<file path="src/rtl/rb_pkg.sv">
package rb_pkg;
  localparam int ARCH_REGS = 32;
  localparam int AREG_W    = $clog2(ARCH_REGS);
  typedef logic [AREG_W-1:0] areg_t;
endpackage

</file>
<file path="src/rtl/rb_queue_ctl.sv">
module rb_queue_ctl #(
  parameter int DEPTH = 6,
  localparam int PTR_W = $clog2(DEPTH),
  localparam int CNT_W = $clog2(DEPTH + 1)
) (
  input  logic             clk,
  input  logic             rst_n,
  input  logic             alloc_fire,
  input  logic             commit_fire,
  input  logic             flush,
  output logic [PTR_W-1:0] head,
  output logic [PTR_W-1:0] tail,
  output logic [CNT_W-1:0] count
);
  function automatic logic [PTR_W-1:0] step(input logic [PTR_W-1:0] p);
    return (p == PTR_W'(DEPTH - 1)) ? '0 : p + PTR_W'(1);
  endfunction

  logic [PTR_W-1:0] head_nx;
  assign head_nx = commit_fire ? step(head) : head;

  always_ff @(posedge clk or negedge rst_n) begin
    if (!rst_n) begin
      head  <= '0;
      tail  <= '0;
      count <= '0;
    end else if (flush) begin
      head  <= head_nx;
      tail  <= head_nx;
      count <= '0;
    end else begin
      head <= head_nx;
      if (alloc_fire) tail <= step(tail);
      count <= count + CNT_W'(alloc_fire) - CNT_W'(commit_fire);
    end
  end

  a_r5_count_bound: assert property (@(posedge clk) disable iff (!rst_n)
    count <= CNT_W'(DEPTH));

  a_r4_head_in_order: assert property (@(posedge clk) disable iff (!rst_n)
    commit_fire |=> head == step($past(head)));

  a_r2_tail_in_order: assert property (@(posedge clk) disable iff (!rst_n)
    (alloc_fire && !flush) |=> tail == step($past(tail)));

  a_r8_flush_empty: assert property (@(posedge clk) disable iff (!rst_n)
    flush |=> (count == '0 && tail == head));
endmodule

</file>
<file path="src/rtl/rb_entries.sv">
module rb_entries
  import rb_pkg::*;
#(
  parameter int DEPTH  = 6,
  parameter int DATA_W = 32,
  localparam int PTR_W = $clog2(DEPTH)
) (
  input  logic                          clk,
  input  logic                          rst_n,
  input  logic                          alloc_fire,
  input  logic [PTR_W-1:0]              tail,
  input  areg_t                         alloc_dest,
  input  logic                          wb_valid,
  input  logic [PTR_W-1:0]              wb_tag,
  input  logic [DATA_W-1:0]             wb_data,
  input  logic                          commit_fire,
  input  logic [PTR_W-1:0]              head,
  input  logic                          flush,
  output logic [DEPTH-1:0]              slot_valid,
  output logic [DEPTH-1:0]              slot_done,
  output logic [DEPTH-1:0][AREG_W-1:0]  slot_dest,
  output logic [DEPTH-1:0][DATA_W-1:0]  slot_data
);
  for (genvar i = 0; i < DEPTH; i++) begin : g_slot
    logic take, fill, free;
    assign take = alloc_fire && (tail == PTR_W'(i));
    assign fill = wb_valid && (wb_tag == PTR_W'(i)) && slot_valid[i] && !flush;
    assign free = commit_fire && (head == PTR_W'(i));

    always_ff @(posedge clk or negedge rst_n) begin
      if (!rst_n) begin
        slot_valid[i] <= 1'b0;
        slot_done[i]  <= 1'b0;
        slot_dest[i]  <= '0;
        slot_data[i]  <= '0;
      end else begin
        if (flush || free) begin
          slot_valid[i] <= 1'b0;
          slot_done[i]  <= 1'b0;
        end else if (take) begin
          slot_valid[i] <= 1'b1;
          slot_done[i]  <= 1'b0;
          slot_dest[i]  <= alloc_dest;
        end else if (fill) begin
          slot_done[i]  <= 1'b1;
        end
        if (fill) slot_data[i] <= wb_data;
      end
    end

    a_r3_ready_needs_result: assert property (@(posedge clk) disable iff (!rst_n)
      $rose(slot_done[i]) |-> $past(wb_valid && wb_tag == PTR_W'(i)));
  end

  a_r8_flush_drops_all: assert property (@(posedge clk) disable iff (!rst_n)
    flush |=> slot_valid == '0);
endmodule

</file>
<file path="src/rtl/rb_arch_rf.sv">
module rb_arch_rf
  import rb_pkg::*;
#(
  parameter int DATA_W  = 32,
  parameter int NUM_SRC = 2
) (
  input  logic                              clk,
  input  logic                              rst_n,
  input  logic                              we,
  input  areg_t                             waddr,
  input  logic [DATA_W-1:0]                 wdata,
  input  logic [NUM_SRC-1:0][AREG_W-1:0]    raddr,
  output logic [NUM_SRC-1:0][DATA_W-1:0]    rdata
);
  logic [DATA_W-1:0] regs [ARCH_REGS];

  always_ff @(posedge clk or negedge rst_n) begin
    if (!rst_n) begin
      for (int r = 0; r < ARCH_REGS; r++) regs[r] <= '0;
    end else if (we) begin
      regs[waddr] <= wdata;
    end
  end

  for (genvar s = 0; s < NUM_SRC; s++) begin : g_rd
    assign rdata[s] = regs[raddr[s]];
  end
endmodule

</file>
<file path="src/rtl/rb_lookup.sv">
module rb_lookup
  import rb_pkg::*;
#(
  parameter int DEPTH  = 6,
  parameter int DATA_W = 32,
  localparam int PTR_W = $clog2(DEPTH)
) (
  input  logic [PTR_W-1:0]              head,
  input  logic [DEPTH-1:0]              slot_valid,
  input  logic [DEPTH-1:0]              slot_done,
  input  logic [DEPTH-1:0][AREG_W-1:0]  slot_dest,
  input  logic [DEPTH-1:0][DATA_W-1:0]  slot_data,
  input  areg_t                         reg_idx,
  input  logic [DATA_W-1:0]             arch_val,
  output logic                          hit,
  output logic                          ready,
  output logic [PTR_W-1:0]              tag,
  output logic [DATA_W-1:0]             data
);
  logic [PTR_W-1:0] pick;

  always_comb begin
    hit  = 1'b0;
    pick = '0;
    for (int k = 0; k < DEPTH; k++) begin
      logic [PTR_W:0] idx;
      idx = {1'b0, head} + (PTR_W + 1)'(k);
      if (idx >= (PTR_W + 1)'(DEPTH)) idx = idx - (PTR_W + 1)'(DEPTH);
      if (slot_valid[idx[PTR_W-1:0]] && slot_dest[idx[PTR_W-1:0]] == reg_idx) begin
        hit  = 1'b1;
        pick = idx[PTR_W-1:0];
      end
    end
  end

  assign tag   = pick;
  assign ready = hit ? slot_done[pick] : 1'b1;
  assign data  = hit ? slot_data[pick] : arch_val;
endmodule

</file>
<file path="src/rtl/rename_buffer.sv">
module rename_buffer
  import rb_pkg::*;
#(
  parameter int DEPTH   = 6,
  parameter int DATA_W  = 32,
  parameter int NUM_SRC = 2,
  localparam int TAG_W  = $clog2(DEPTH),
  localparam int CNT_W  = $clog2(DEPTH + 1)
) (
  input  logic                        clk,
  input  logic                        rst_n,
  input  logic                        alloc_valid,
  output logic                        alloc_ready,
  input  logic [AREG_W-1:0]           alloc_dest,
  output logic [TAG_W-1:0]            alloc_tag,
  input  logic                        wb_valid,
  input  logic [TAG_W-1:0]            wb_tag,
  input  logic [DATA_W-1:0]           wb_data,
  input  logic                        retire,
  input  logic                        flush,
  input  logic [NUM_SRC*AREG_W-1:0]   src_reg,
  output logic [NUM_SRC*DATA_W-1:0]   src_data,
  output logic [NUM_SRC-1:0]          src_renamed,
  output logic [NUM_SRC-1:0]          src_ready,
  output logic [NUM_SRC*TAG_W-1:0]    src_tag
);
  logic [TAG_W-1:0]                 head, tail;
  logic [CNT_W-1:0]                 count;
  logic                             alloc_fire, commit_fire;
  logic [DEPTH-1:0]                 slot_valid, slot_done;
  logic [DEPTH-1:0][AREG_W-1:0]     slot_dest;
  logic [DEPTH-1:0][DATA_W-1:0]     slot_data;
  logic [NUM_SRC-1:0][AREG_W-1:0]   raddr;
  logic [NUM_SRC-1:0][DATA_W-1:0]   arch_val;

  assign alloc_ready = (count != CNT_W'(DEPTH)) && !flush;
  assign alloc_fire  = alloc_valid && alloc_ready;
  assign alloc_tag   = tail;
  assign commit_fire = retire && slot_valid[head] && slot_done[head];

  rb_queue_ctl #(.DEPTH(DEPTH)) u_ctl (
    .clk(clk), .rst_n(rst_n), .alloc_fire(alloc_fire), .commit_fire(commit_fire),
    .flush(flush), .head(head), .tail(tail), .count(count)
  );

  rb_entries #(.DEPTH(DEPTH), .DATA_W(DATA_W)) u_ent (
    .clk(clk), .rst_n(rst_n), .alloc_fire(alloc_fire), .tail(tail),
    .alloc_dest(alloc_dest), .wb_valid(wb_valid), .wb_tag(wb_tag), .wb_data(wb_data),
    .commit_fire(commit_fire), .head(head), .flush(flush),
    .slot_valid(slot_valid), .slot_done(slot_done), .slot_dest(slot_dest),
    .slot_data(slot_data)
  );

  rb_arch_rf #(.DATA_W(DATA_W), .NUM_SRC(NUM_SRC)) u_arf (
    .clk(clk), .rst_n(rst_n), .we(commit_fire), .waddr(slot_dest[head]),
    .wdata(slot_data[head]), .raddr(raddr), .rdata(arch_val)
  );

  for (genvar s = 0; s < NUM_SRC; s++) begin : g_src
    assign raddr[s] = src_reg[s*AREG_W +: AREG_W];
    rb_lookup #(.DEPTH(DEPTH), .DATA_W(DATA_W)) u_lk (
      .head(head), .slot_valid(slot_valid), .slot_done(slot_done),
      .slot_dest(slot_dest), .slot_data(slot_data), .reg_idx(raddr[s]),
      .arch_val(arch_val[s]), .hit(src_renamed[s]), .ready(src_ready[s]),
      .tag(src_tag[s*TAG_W +: TAG_W]), .data(src_data[s*DATA_W +: DATA_W])
    );
  end

  a_r4_retire_needs_ready: assert property (@(posedge clk) disable iff (!rst_n)
    (retire && !slot_done[head]) |=> head == $past(head));
endmodule

</file>
<file path="config.mk">
export PLATFORM = sky130hd
export DESIGN_NAME = rename_buffer
export DESIGN_NICKNAME = d
export VERILOG_FILES = /design/src/rtl/rb_pkg.sv /design/src/rtl/rb_queue_ctl.sv /design/src/rtl/rb_entries.sv /design/src/rtl/rb_arch_rf.sv /design/src/rtl/rb_lookup.sv /design/src/rtl/rename_buffer.sv
export SDC_FILE = /design/constraint.sdc
export NUM_CORES = 2
export LEC_CHECK = 0
export ABC_CLOCK_PERIOD_IN_PS = 9700
export BUFFER_PORTS_ARGS = -buffer_cell sky130_fd_sc_hd__buf_2
export CORE_MARGIN = 2
export CORE_UTILIZATION = 48
export CTS_BUF_LIST = sky130_fd_sc_hd__clkbuf_8
export CTS_CLUSTER_DIAMETER = 100
export DETAILED_ROUTE_END_ITERATION = 12
export GPL_ROUTABILITY_DRIVEN = 0
export GPL_TIMING_DRIVEN = 0
export HOLD_SLACK_MARGIN = 0.12
export PLACE_DENSITY = 0.69
export SYNTH_ARGS = -nofsm -noshare
export SYNTH_HDL_FRONTEND = slang
export SYNTH_HIERARCHICAL = 1
export SYNTH_SLANG_ARGS = --single-unit
</file>
<file path="constraint.sdc">
create_clock -name clk -period 9.7 [get_ports clk]
set_input_delay 1.94 -clock clk [delete_from_list [all_inputs] [get_ports clk]]
set_output_delay 1.94 -clock clk [all_outputs]
set_load 0.02 [all_outputs]
</file>
==> flow_summary_export.csv <==
group,metric,value,unit
sta,worst_slew_pin_slew,1.61,ns
clock_tree,htreeDepth,4,
hold_path,hp-class,"reg2reg",
yosys,netlist.area_leader.share,40.9,%
sta,fin_skew,0.0441,ns
worst_setup_path,worstPathCellList,"buf_6 -> buf_6 -> buf_4 -> inv_2 -> ha_1 -> xnor2_1 -> clkbuf_1 -> nor3_1 -> o21ai_0 -> a31oi_1 -> nor4_1 -> nand4_1 -> o21ai_1 -> or4_1 -> clkbuf_1 -> clkbuf_1 -> o32ai_1 -> a221oi_2 -> buf_2",
yosys,ys_ff_latch,1267,
worst_setup_path,reg2reg_depth,10,
yosys,ys_top_cells_by_area,"dfrtp_1, mux2_2, mux2i_1, a22oi_1, a21oi_1",
worst_setup_path,rr_endpoint,"u_arf/regs[884]$_DFFE_PN0P_",
yosys,synth_fp_nets,6694,
global_routing,grt_util_met2,48.8,%
worst_setup_path,cpMostUsedCell,"clkbuf_1",
clock_tree,cts.reportedPaths.clkPinSlew,0.06,ns
yosys,async_reset_ff_share,100,%
sta,hold_viol_final,0,
die,core,0.161,sq mm
sta,fin_tns_setup,0,ns
clock_tree,cts_tree,"built",
route,avgRoutedWirePerCell,30.2,um
placement,dp_hpwl,214000,um
finish,mostFrequentLayoutCell,"mux2i_1",
yosys,synth-main-ff-cell,"dfrtp_1",
yosys,yosys_warnings,6,
power,power_leakage,0.0407,uW
finish,drive_gt1_share,30.5,%
power,power.share.switching,30.9,%
worst_setup_path,cp.required,7.76,ns
status,violations,"capacitance limit, slew limit",
yosys,syn-instance-count,6621,
worst_setup_path,r2r-start,"u_ctl/head[0]$_DFF_PN0_",
finish,num-nets-final,7044,
route,dr.pass1.iters,9,
global_routing,grt_max_degree,175,
yosys,syn_area,0.0776,sq mm
finish,syn_to_final_growth,10.4,%
sta,slew_viol_final,22,
finish,fill_cells,13800,
worst_setup_path,regToRegSetupSlack,4.51,ns
route,postRouteAntennaNets,0,
die,fp-row-count,147,
worst_setup_path,critPathSlowestCell,"dfrtp_1",
power,p_sw,3800,uW
route,viasPerCell,6.45,
clock_tree,cts_hold_buf,0,
route,initialDrtViolationCount,7397,
die,io_pins,134,
worst_setup_path,slowest_delay,0.91,ns
global_routing,grt_pass1_wl,403000,um
route,drcViolationCount,0,
clock_tree,cts-root-buf,"clkbuf_8",
power,p_per_area,144,mW/mm^2
finish,final_util,53.3,%
sta,rsz0062_at_grt,"no",
worst_setup_path,cp-end-kind,"output pin",
sta,min_period,9.54,ns
global_routing,grtUsageMet3,10.1,%
die,die_x,406,um
clock_tree,cts.sinks,1267,
power,pwr-share-seq,44.5,%
sta,max_freq,105,MHz
worst_setup_path,worst_ep_arrival_time,7.60,ns
clock_tree,post_cts_buffers,0,
worst_setup_path,worstSetupEndpoint,"src_data[29]",
power,p_int,8510,uW
sta,layout_worst_path_cycle_share,98.4,%
status,outcome,"finished with violations",
power,p_clk_share,40.1,%
die,start_util,48.3,%
clock_tree,cts.path.max_buffers,3,
yosys,seq_area_frac_synth,40.9,%
global_routing,gr-total-overflow,0,
global_routing,grt_antenna_before_repair,20,
clock_tree,clock_latency,1.00,ns
die,dieArea,0.165,sq mm
global_routing,grt_pass1_vias,58700,
clock_tree,cts_resized,0,
yosys,synthDistinctLibCells,102,
power,irDropWorstVdd,133,uV
worst_setup_path,startpoint,"u_ctl/head[0]$_DFF_PN0_",
sta,slew_headroom,-7.05,%
sta,setup_violations,0,
global_routing,busiest_layer,"met2",
worst_setup_path,path_class,"reg2out",
worst_setup_path,cp-start-kind,"flip-flop",
global_routing,grtUsageMet1,44.0,%
die,die_h,406,um
power,combPwrFrac,15.4,%
job,drv_cap,2,
route,vias,60100,
yosys,yosys.area.top_type,"dfrtp_1",
yosys,synth_edf_count,0,
route,wl,281000,um
yosys,avgSynthCellArea,11.7,sq um
finish,mostFrequentLayoutCells,"mux2i_1, dfrtp_1, mux2_2",
global_routing,grtUsageTotal,33.4,%
placement,io_buffers,131,
worst_setup_path,crit_fanout,15,
clock_tree,cts_inserted_buffers,206,
## power by group through the flow
stage | combinational (uW) | sequential (uW) | clock (uW)
2_1_floorplan | 1030 | 5500 | 0
3_3_place_gp | 1770 | 5570 | 0
3_5_place_dp | 1800 | 5560 | 0
4_1_cts | 1810 | 5470 | 4980
5_1_grt | 1950 | 5470 | 5220
6_report | 1900 | 5480 | 4930
## cells in the mapped netlist (all sizes together) (53+ instances only)
cell type / n
nand2: 263
a22oi: 202
mux4: 53
mux2i: 1287
nor3: 94
o32ai: 68
buf: 384
a21oi: 244
a31oi: 84
a221oi: 66
nor2: 79
dfrtp: 1267
clkbuf: 247
mux2: 1263
inv: 78
a22o: 128
nand3: 242
and3: 83
a21boi: 69
## kinds of logic (layout without fill, tap and decap cells)
| group | Yosys count | in the layout | share of synthesized area (%) |
|---|---|---|---|
| xor+xnor | 64 | 64 | 0.790 |
| mux | 2603 | 2603 | 36.6 |
| fa+ha+maj | 17 | 17 | 0.284 |
| other cells | 0 | 16 | 0 |
| flops | 1267 | 1267 | 40.9 |
| simple gates | 898 | 898 | 6.07 |
| buf+inv | 713 | 1229 | 5.13 |
| compound gates | 1059 | 1059 | 10.3 |
## how the worst min path moves through the flow
stage | depth (start not counted) | from | to | slack (ns)
after floorplan | 1 | u_arf/regs[577]$_DFFE_PN0P_ | u_arf/regs[577]$_DFFE_PN0P_ | 0.48
after global placement | 1 | u_arf/regs[638]$_DFFE_PN0P_ | u_arf/regs[638]$_DFFE_PN0P_ | 0.49
after detailed placement | 1 | u_arf/regs[578]$_DFFE_PN0P_ | u_arf/regs[578]$_DFFE_PN0P_ | 0.50
after CTS | 1 | u_arf/regs[578]$_DFFE_PN0P_ | u_arf/regs[578]$_DFFE_PN0P_ | 0.51
after global routing | 1 | u_arf/regs[529]$_DFFE_PN0P_ | u_arf/regs[529]$_DFFE_PN0P_ | 0.54
final | 1 | u_arf/regs[578]$_DFFE_PN0P_ | u_arf/regs[578]$_DFFE_PN0P_ | 0.51
## state kept, by name (all words and copies together) (netlist names)
register          cells
u_ent/slot_data     192
u_ent/slot_valid      6
u_ctl/tail            3
u_ctl/head            3
u_ent/slot_done       6
u_arf/regs         1024
u_ent/slot_dest      30
u_ctl/count           3
## routing by layer
| layer | share of wire, % | vias to the layer above | routed length, um |
|---|---|---|---|
| met2 | 42 | 3541 | 119000 |
| li1 | - | 25600 | - |
| met3 | 11 | 829 | 30700 |
| met1 | 40 | 30100 | 113000 |
| met5 | 0.088 | - | 249 |
| met4 | 6.4 | 16 | 18100 |
## metrics by stage
| stage | power [uW] | cells | hold slack, ns | area (sq um) | setup slack [ns] |
|---|---|---|---|---|---|
| 5_1_grt | 12600 | 9303 | 0.539 | 85600 | 0.0289 |
| 4_1_cts | 12300 | 9295 | 0.511 | 85600 | 0.367 |
| 2_1_floorplan | 6530 | 6621 | 0.479 | 77600 | 2.92 |
| 3_5_place_dp | 7360 | 8921 | 0.497 | 81200 | 1.21 |
| 6_report | 12300 | 9313 | 0.512 | 85700 | 0.157 |
| 3_3_place_gp | 7330 | 8912 | 0.488 | 81000 | -21.05 |
## worst max-delay path: cells and delay by family (launching register included)
kind	cells	cell delay, ns
DFF	1	0.91
and+or+nand+nor	4	0.96
adders and majority gates	1	0.26
buffers and inverters	8	2.65
xor gates and xnor gates	1	0.39
AOI/OAI and AO/OA	5	1.42
## layout make-up
| class | instances | area (sq um) | area share (%) |
|---|---|---|---|
| timing repair buffer | 142 | 940 | 1.10 |
| inverter | 82 | 308 | 0.359 |
| multi-input combinational | 4641 | 41900 | 48.9 |
| clock buffer | 266 | 3660 | 4.27 |
| tap | 2160 | 2700 | 3.16 |
| sequential | 1267 | 31700 | 37.0 |
| antenna | 16 | 40.0 | 0.0467 |
| clock inverter | 108 | 701 | 0.818 |
| buffer | 631 | 3670 | 4.29 |
(Power assumes the default switching activity.)
